## config.mk

```make
export PLATFORM = sky130hd
export DESIGN_NAME = uart_rx_ring
export DESIGN_NICKNAME = d
export VERILOG_FILES = /design/src/rtl/uart_rb_pkg.sv /design/src/rtl/uart_rb_tick.sv /design/src/rtl/uart_rb_deser.sv /design/src/rtl/uart_rb_ring.sv /design/src/rtl/uart_rx_ring.sv
export SDC_FILE = /design/constraint.sdc
export NUM_CORES = 2
export LEC_CHECK = 0
export BUFFER_PORTS_ARGS = -buffer_cell sky130_fd_sc_hd__buf_2
export CORE_ASPECT_RATIO = 1.5
export CORE_UTILIZATION = 45
export DETAILED_ROUTE_END_ITERATION = 8
export HOLD_SLACK_MARGIN = 0.1
export SYNTH_ARGS = -nofsm -noshare
export SYNTH_HDL_FRONTEND = slang
export SYNTH_HIERARCHICAL = 1
export SYNTH_SLANG_ARGS = --single-unit
```

## constraint.sdc

```tcl
create_clock -name clk_i -period 7.3 [get_ports clk_i]
set_input_delay 0.365 -clock clk_i [delete_from_list [all_inputs] [get_ports clk_i]]
set_output_delay 0.365 -clock clk_i [all_outputs]
set_load 0.1 [all_outputs]
```

## src/rtl/uart_rb_pkg.sv

```systemverilog
`timescale 1ns/1ps
package uart_rb_pkg;

    // Width of one received character.
    localparam int DATA_W = 8;
    // Samples taken per bit period.
    localparam int OVS = 16;
    localparam int OVS_W = $clog2(OVS);
    localparam int BITCNT_W = $clog2(DATA_W);

    typedef enum logic [1:0] {
        RX_IDLE,
        RX_START,
        RX_DATA,
        RX_STOP
    } rx_state_e;

    // Result of one completed frame.
    typedef struct packed {
        logic              push;
        logic              bad;
        logic [DATA_W-1:0] data;
    } rx_evt_t;

    // Bits arrive least significant first: each new bit enters at the top.
    function automatic logic [DATA_W-1:0] shift_lsb_first(
        input logic [DATA_W-1:0] cur,
        input logic              b
    );
        return {b, cur[DATA_W-1:1]};
    endfunction

endpackage

```

## src/rtl/uart_rb_tick.sv

```systemverilog
`timescale 1ns/1ps
module uart_rb_tick #(
    parameter int DIV = 651
) (
    input  logic clk_i,
    input  logic rst_i,
    output logic tick_o
);
    localparam int CW = (DIV > 1) ? $clog2(DIV) : 1;
    localparam logic [CW-1:0] LAST = CW'(DIV - 1);

    logic [CW-1:0] cnt_q;

    // Free-running divider: one pulse every DIV clocks.
    always_ff @(posedge clk_i) begin
        if (rst_i) begin
            cnt_q <= '0;
        end else if (cnt_q == LAST) begin
            cnt_q <= '0;
        end else begin
            cnt_q <= cnt_q + 1'b1;
        end
    end

    assign tick_o = (cnt_q == LAST);
endmodule

```

## src/rtl/uart_rb_deser.sv

```systemverilog
`timescale 1ns/1ps
module uart_rb_deser
    import uart_rb_pkg::*;
(
    input  logic    clk_i,
    input  logic    rst_i,
    input  logic    tick_i,
    input  logic    rx_i,
    output rx_evt_t evt_o
);
    localparam logic [OVS_W-1:0]    HALF_SMP = OVS_W'(OVS / 2 - 1);
    localparam logic [OVS_W-1:0]    FULL_SMP = OVS_W'(OVS - 1);
    localparam logic [BITCNT_W-1:0] LAST_BIT = BITCNT_W'(DATA_W - 1);

    logic              rx_meta_q, rx_sync_q;
    rx_state_e         state_q;
    logic [OVS_W-1:0]  smp_q;
    logic [BITCNT_W-1:0] bit_q;
    logic [DATA_W-1:0] shift_q;
    rx_evt_t           evt_q;

    // Two-stage synchroniser for the asynchronous line; idles high.
    always_ff @(posedge clk_i) begin
        if (rst_i) begin
            rx_meta_q <= 1'b1;
            rx_sync_q <= 1'b1;
        end else begin
            rx_meta_q <= rx_i;
            rx_sync_q <= rx_meta_q;
        end
    end

    always_ff @(posedge clk_i) begin
        if (rst_i) begin
            state_q <= RX_IDLE;
            smp_q   <= '0;
            bit_q   <= '0;
            shift_q <= '0;
            evt_q   <= '0;
        end else begin
            evt_q.push <= 1'b0;
            evt_q.bad  <= 1'b0;
            unique case (state_q)
                RX_IDLE: begin
                    smp_q <= '0;
                    if (!rx_sync_q) state_q <= RX_START;
                end
                RX_START: begin
                    if (tick_i) begin
                        if (smp_q == HALF_SMP) begin
                            // Middle of start bit: confirm or reject.
                            smp_q <= '0;
                            bit_q <= '0;
                            state_q <= rx_sync_q ? RX_IDLE : RX_DATA;
                        end else begin
                            smp_q <= smp_q + 1'b1;
                        end
                    end
                end
                RX_DATA: begin
                    if (tick_i) begin
                        smp_q <= smp_q + 1'b1;
                        if (smp_q == FULL_SMP) begin
                            shift_q <= shift_lsb_first(shift_q, rx_sync_q);
                            bit_q   <= bit_q + 1'b1;
                            if (bit_q == LAST_BIT) state_q <= RX_STOP;
                        end
                    end
                end
                RX_STOP: begin
                    if (tick_i) begin
                        smp_q <= smp_q + 1'b1;
                        if (smp_q == FULL_SMP) begin
                            state_q    <= RX_IDLE;
                            evt_q.data <= shift_q;
                            evt_q.push <= rx_sync_q;
                            evt_q.bad  <= !rx_sync_q;
                        end
                    end
                end
                default: state_q <= RX_IDLE;
            endcase
        end
    end

    assign evt_o = evt_q;
endmodule

```

## src/rtl/uart_rb_ring.sv

```systemverilog
`timescale 1ns/1ps
module uart_rb_ring
    import uart_rb_pkg::*;
#(
    parameter int DEPTH_LOG2 = 8
) (
    input  logic                  clk_i,
    input  logic                  rst_i,
    input  logic                  push_i,
    input  logic [DATA_W-1:0]     push_data_i,
    input  logic                  pop_ready_i,
    output logic                  pop_valid_o,
    output logic [DATA_W-1:0]     pop_data_o,
    output logic [DEPTH_LOG2:0]   fill_o,
    output logic                  rts_o
);
    localparam int DEPTH = 1 << DEPTH_LOG2;
    localparam logic [DEPTH_LOG2:0] DEPTH_V = (DEPTH_LOG2+1)'(DEPTH);
    localparam logic [DEPTH_LOG2:0] HALF_V  = (DEPTH_LOG2+1)'(DEPTH / 2);

    logic [DATA_W-1:0]     mem_q [DEPTH];
    logic [DEPTH_LOG2-1:0] wr_q, rd_q;
    logic                  full_q;
    logic                  rts_q;
    logic                  pop, rd_adv;
    logic [DEPTH_LOG2:0]   fill;

    assign fill        = full_q ? DEPTH_V : {1'b0, wr_q - rd_q};
    assign pop_valid_o = full_q || (wr_q != rd_q);
    assign pop         = pop_valid_o && pop_ready_i;
    // A write into a full ring pushes the oldest entry out.
    assign rd_adv      = pop || (push_i && full_q);

    always_ff @(posedge clk_i) begin
        if (push_i) mem_q[wr_q] <= push_data_i;
    end

    always_ff @(posedge clk_i) begin
        if (rst_i) begin
            wr_q   <= '0;
            rd_q   <= '0;
            full_q <= 1'b0;
        end else begin
            if (push_i) wr_q <= wr_q + 1'b1;
            if (rd_adv) rd_q <= rd_q + 1'b1;
            if (push_i && !pop) begin
                full_q <= full_q || ((wr_q + 1'b1) == rd_q);
            end else if (pop && !push_i) begin
                full_q <= 1'b0;
            end
        end
    end

    // Flow control follows occupancy one cycle later.
    always_ff @(posedge clk_i) begin
        if (rst_i) rts_q <= 1'b1;
        else       rts_q <= (fill <= HALF_V);
    end

    assign pop_data_o = mem_q[rd_q];
    assign fill_o     = fill;
    assign rts_o      = rts_q;
endmodule

```

## src/rtl/uart_rx_ring.sv

```systemverilog
`timescale 1ns/1ps
module uart_rx_ring
    import uart_rb_pkg::*;
#(
    parameter int OVS_DIV    = 651,
    parameter int DEPTH_LOG2 = 8
) (
    input  logic                  clk_i,
    input  logic                  rst_i,
    input  logic                  rx_i,
    input  logic                  rd_ready_i,
    output logic                  rd_valid_o,
    output logic [DATA_W-1:0]     rd_data_o,
    output logic [DEPTH_LOG2:0]   fill_o,
    output logic                  rts_o,
    output logic                  frame_err_o
);
    logic    tick;
    rx_evt_t evt;

    uart_rb_tick #(.DIV(OVS_DIV)) tick_i (
        .clk_i  (clk_i),
        .rst_i  (rst_i),
        .tick_o (tick)
    );

    uart_rb_deser deser_i (
        .clk_i  (clk_i),
        .rst_i  (rst_i),
        .tick_i (tick),
        .rx_i   (rx_i),
        .evt_o  (evt)
    );

    uart_rb_ring #(.DEPTH_LOG2(DEPTH_LOG2)) ring_i (
        .clk_i       (clk_i),
        .rst_i       (rst_i),
        .push_i      (evt.push),
        .push_data_i (evt.data),
        .pop_ready_i (rd_ready_i),
        .pop_valid_o (rd_valid_o),
        .pop_data_o  (rd_data_o),
        .fill_o      (fill_o),
        .rts_o       (rts_o)
    );

    assign frame_err_o = evt.bad;
endmodule

```

-- After elaboration in Yosys (flattened, before gate mapping)
Memory sizes are Yosys's and may differ from the RTL's. A register that Yosys moved wholly into a read port is not among the register bits.
Index checks and enable logic that the tools add are counted.
- bits in read-only memories: 0
- RAM bits: 2048
- bits in latches: 0
- output and inout port bits: 20
- word-level logic and storage cells: 90
- bits in registers: 57
- bits of input ports: 4
- memories kept: 1
- memories (name ; depth ; bits a word ; read ports ; clocked after Yosys merged registers in ; write ports ; line ; text):
    ring_i.mem_q ; 256 ; 8 ; 1 ; 1 ; 1 ; uart_rb_ring.sv:21 ; logic [DATA_W-1:0] mem_q [DEPTH];
- shifts and indexed selects: 0
- reductions and logical operators: 21
- muxes and demuxes: 26
- bitwise logic cells: 3
- div/mod/pow operators: 0
- equality and inequality tests: 18
- add/subtract/negate cells: 6
- $lt $le $gt $ge: 1
- multiply operators: 0
- operators by type and width (operator ; count):
    $mux W2 ; 9
    $add A8 B1 Y8 const B ; 2
    $mux W8 ; 2
    $ne A2 B1 Y1 const B ; 8
    $mux W3 ; 4
    $mux W4 ; 3
    $pmux W4 S3 ; 1
    $add A10 B1 Y10 const B ; 1
    $eq A10 B10 Y1 const B ; 1
    $le A9 B8 Y1 const B ; 1
    $mux W9 ; 1
    $eq A8 B8 Y1 ; 1
    $ne A8 B8 Y1 ; 1
    $pmux W2 S4 ; 1
    $reduce_and A8 Y1 ; 1
    $sub A8 B8 Y8 ; 1
    $pmux W3 S2 ; 1
    $reduce_and A3 Y1 ; 2
    $reduce_and A5 Y1 ; 1
    $add A4 B1 Y4 const B ; 1
    $eq A2 B2 Y1 const B ; 2
    $eq A4 B3 Y1 const B ; 1
    $eq A4 B4 Y1 const B ; 1
    $logic_and A1 B1 Y1 ; 4
    other kinds (13) ; 24

-- Longest topological paths before layout
- depth in word-level cells: 6
- gate-level depth with buffers: 13
- mapped depth without buffers: 11

-- Modules after synthesis
The synthesis kept the hierarchy.
- modules (own cells, without submodules) (module ; seq. area each (um^2) ; area each (um^2) ; cells each ; instances):
    uart_rb_ring ; 62019.5 ; 80782.5 ; 3817 ; 1
    uart_rb_deser ; 580.6 ; 1236.2 ; 139 ; 1
    uart_rb_tick ; 200.2 ; 465.4 ; 50 ; 1

-- Worst setup path after synthesis
No wires, ideal clock.
- kind: flip-flop to output port
- start point: register (tool-made name)
- end point: output port rd_data_o[5]
- path slack: 2.590 ns
- stages on the path, launching flop included: 11
- required time: 6.935 ns
- arrival: 4.345 ns
- cells stage by stage: dfxtp_1 buf_2 or3b_1 buf_2 buf_2 clkbuf_1 o221ai_1 a21oi_1 a211oi_1 nand3_1 a311oi_1
- RTL lines (item ; line ; text):
    to (decl) ; uart_rx_ring.sv:13 ; output logic [DATA_W-1:0] rd_data_o,

==> out/results.ini <==
[run_status]
status=complete, no violations

[clock_network]
cts_resized=0
numCtsBuffers=196
clk_latency_ps=850
clkSinkCount=2113
cts_tree=yes
cts_max_path_buffers=4
path_clk_slew_ps=60
root_buffer=clkbuf_16
h-tree-depth=4

[place]
place_congestion=0.818
dp_hpwl_mm=120
io_buffers=23
dp_slack_ps=2470

[sta]
tns_ps=0
rsz0062_at_grt=no
period_share_pct=76.2
hold_violations=0
worst_pin_slew_ps=1180
setup_slack_ps=1740
fin_crit_ps=5560
setup_viol=0
fin_skew_ps=56.2
clock.fmax_mhz=180
slew-limit-headroom_pct=21.2
final-max-slew-violation-count=0

[setup_path]
path_max_fanout=34
r2r_cells=3
crit_chain=buf_4 -> buf_4 -> mux2i_1 -> o22ai_1 -> a2111oi_1 -> clkdlybuf4s18_2 -> or4b_1 -> a31oi_1 -> buf_2
worst-endpoint-required_ps=6930
path_class=register to primary output
cp_slowest_cell=dfxtp_4
start_kind=register
endpoint_kind=primary output
crit_top_cell=buf_4
critPathMaxStageDelay_ps=750
arrival_ps=5200

[finish]
regArea_sq_mm=0.0628
drive_gt1_share_pct=21.4
fill_cells=14500
multi_input_area_sq_mm=0.0184
area_growth_pct=10.6
nNetsFinal=4081

[die]
core-area_sq_mm=0.182
die_height_microns=526
die_width_microns=352
initial_core_util_pct=45.2
io_pins=24
rows=192
die_area_sq_mm=0.185

[power_and_ir_drop]
max-vdd-ir-drop_mv=0.202
p_leak_nw=27.1
power_density_mw_per_mm2=252

[route]
dr.pass1.iters=5
drcViolationCount=0
route.final.wire_length_mm=200
via_count=39700
ant_nets=0
drt_iter0_markers=3966
viasPerCell=5.99
routedWlPerCell_microns=30.2

[synth]
synth.most_common_cell=edfxtp_1
synth.area.top_cells=edfxtp_1, mux4_2, mux2i_1
synth_top_area_cell=edfxtp_1
synth_edf_count=2048
syn_inst=4006
synthDistinctLibCells=72
avgSynthCellArea_sq_um=20.6
yosysWarningCount=6
synth-seq-cells=2113
synthArstFlopShare_pct=0
syn_area_sq_mm=0.0825
synth_common_cells=edfxtp_1, mux4_2, nor2_1, mux2i_1, clkbuf_1
synth_top_area_share_pct=74.6
synth_flop_cell=edfxtp_1
syn_nets=4030
yosysSeqAreaShare_pct=76.1

[grt]
antenna_found_initial=2
grt_pass1_vias=40600
grt_start_max_net_pins=205
grt_pass1_wl_mm=291
overflow=0
grtUsageTotal_pct=21.8

[hold_path]
min_path_cells=2
hold_class=primary input to register

[job]
cap_violations=0

==> per-stage QoR <==
step | std cells | hold WS [ps] | util [%] | total power, mW | area [sq um]
final | 6626 | 160 | 50.0 | 23.0 | 91200
after global routing | 6626 | 207 | 50.0 | 23.5 | 91200
after floorplan | 4006 | 389 | - | 13.4 | 82500
after detailed placement | 6282 | 401 | 46.7 | 13.4 | 85200
after global placement | 6279 | 400 | 46.7 | 13.4 | 85100
after CTS | 6625 | 140 | 50.0 | 23.1 | 91200
==> sequential cells by signal, indices dropped and copies added, names as in the netlist, named ones only <==
name	cells
deser_i/bit_q	3
deser_i/evt_o	10
deser_i/rx_meta_q	1
deser_i/rx_sync_q	1
deser_i/shift_q	8
deser_i/smp_q	4
deser_i/state_q	1
ring_i/full_q	1
ring_i/mem_q	2048
ring_i/rd_q	8
ring_i/rts_o	1
ring_i/wr_q	8
tick_i/cnt_q	10
==> what timing repair did <==
item,4_1_cts,5_1_grt
endpoints found under the hold margin,4,0
hold buffers,2,0
setup buffers,0,0
==> placed cells by master, fill, tap and decap left out, types with 9 or more instances in the layout <==
| cell | netlist | routed |
|---|---|---|
| edfxtp_1 | 2048 | 2048 |
| mux4_2 | 491 | 491 |
| nor2_1 | 321 | 319 |
| clkbuf_16 | 0 | 200 |
| mux2i_1 | 184 | 184 |
| nand2_1 | 87 | 87 |
| a21oi_1 | 64 | 64 |
| o21ai_0 | 58 | 58 |
| buf_4 | 44 | 58 |
| dfxtp_1 | 65 | 52 |
| clkbuf_1 | 108 | 49 |
| o221ai_1 | 47 | 47 |
| nand3_1 | 46 | 46 |
| clkinv_1 | 0 | 42 |
| o22ai_1 | 41 | 41 |
| mux2_2 | 26 | 26 |
| buf_2 | 68 | 25 |
| clkinv_2 | 0 | 22 |
| a221oi_1 | 20 | 20 |
| ha_1 | 19 | 19 |
| inv_1 | 18 | 18 |
| xnor2_1 | 18 | 18 |
| nand4_1 | 17 | 17 |
| bufinv_16 | 0 | 15 |
| nor2b_1 | 16 | 15 |
| a31oi_1 | 13 | 13 |
| a211oi_1 | 13 | 13 |
| buf_12 | 0 | 13 |
| dfxtp_4 | 0 | 12 |
| nor3_1 | 11 | 11 |
| a211o_1 | 10 | 10 |
| xor2_1 | 9 | 9 |
| nand2b_1 | 9 | 9 |
| a22oi_1 | 9 | 9 |
==> metal layers <==
layer	track usage [%]	share of wire (%)
met5	0	0
met4	8.48	4.1
met3	2.41	5.2
met2	37.5	52
met1	28.4	39
==> final timing paths <==
path	slack (ps)	endpoint	start
worst max register to register	3770	ring_i/mem_q[231][5]$_DFFE_PP_	ring_i/wr_q[5]$_SDFFE_PP0P_
worst min-delay path	160	ring_i/wr_q[2]$_SDFFE_PP0P_	rst_i
worst max-delay path	1740	rd_data_o[4]	register
worst min register to register	420	deser_i/rx_sync_q$_SDFF_PP1_	deser_i/rx_meta_q$_SDFF_PP1_
==> kinds of logic after synthesis <==
logic type / Yosys count / synth area share [%]
mux: 701 / 16.0
simple gates: 558 / 2.99
fa+ha+maj: 20 / 0.312
buf+inv: 265 / 1.61
xor+xnor: 27 / 0.287
flops: 2113 / 76.1
compound gates: 322 / 2.67
==> worst max-delay path, delay by kind of cell, from the launching register on <==
kind	cells	cell delay [ps]
AO/OA/AOI/OAI	3	810
flip-flops	1	750
AND/OR/NAND/NOR	1	600
multiplexers	1	170
buffers and inverters	4	1940
==> layout make-up <==
cell class / count / area share, %
Antenna cell: 1 / 0.00274
Inverter: 19 / 0.0782
Clock buffer: 251 / 5.72
Clock inverter: 90 / 0.907
Sequential cell: 2113 / 68.9
Multi-Input combinational cell: 1628 / 20.1
Tap cell: 2425 / 3.33
Timing Repair Buffer: 99 / 0.933
==> power breakdown <==
part / switching, mW / internal, mW / total [mW]
registers: 0.00320 / 13.1 / 13.1
logic: 0.00795 / 0.00518 / 0.0131
clock network: 4.30 / 5.55 / 9.86
total: 4.32 / 18.6 / 23.0
Note: power is estimated with default switching activity, not from simulation.
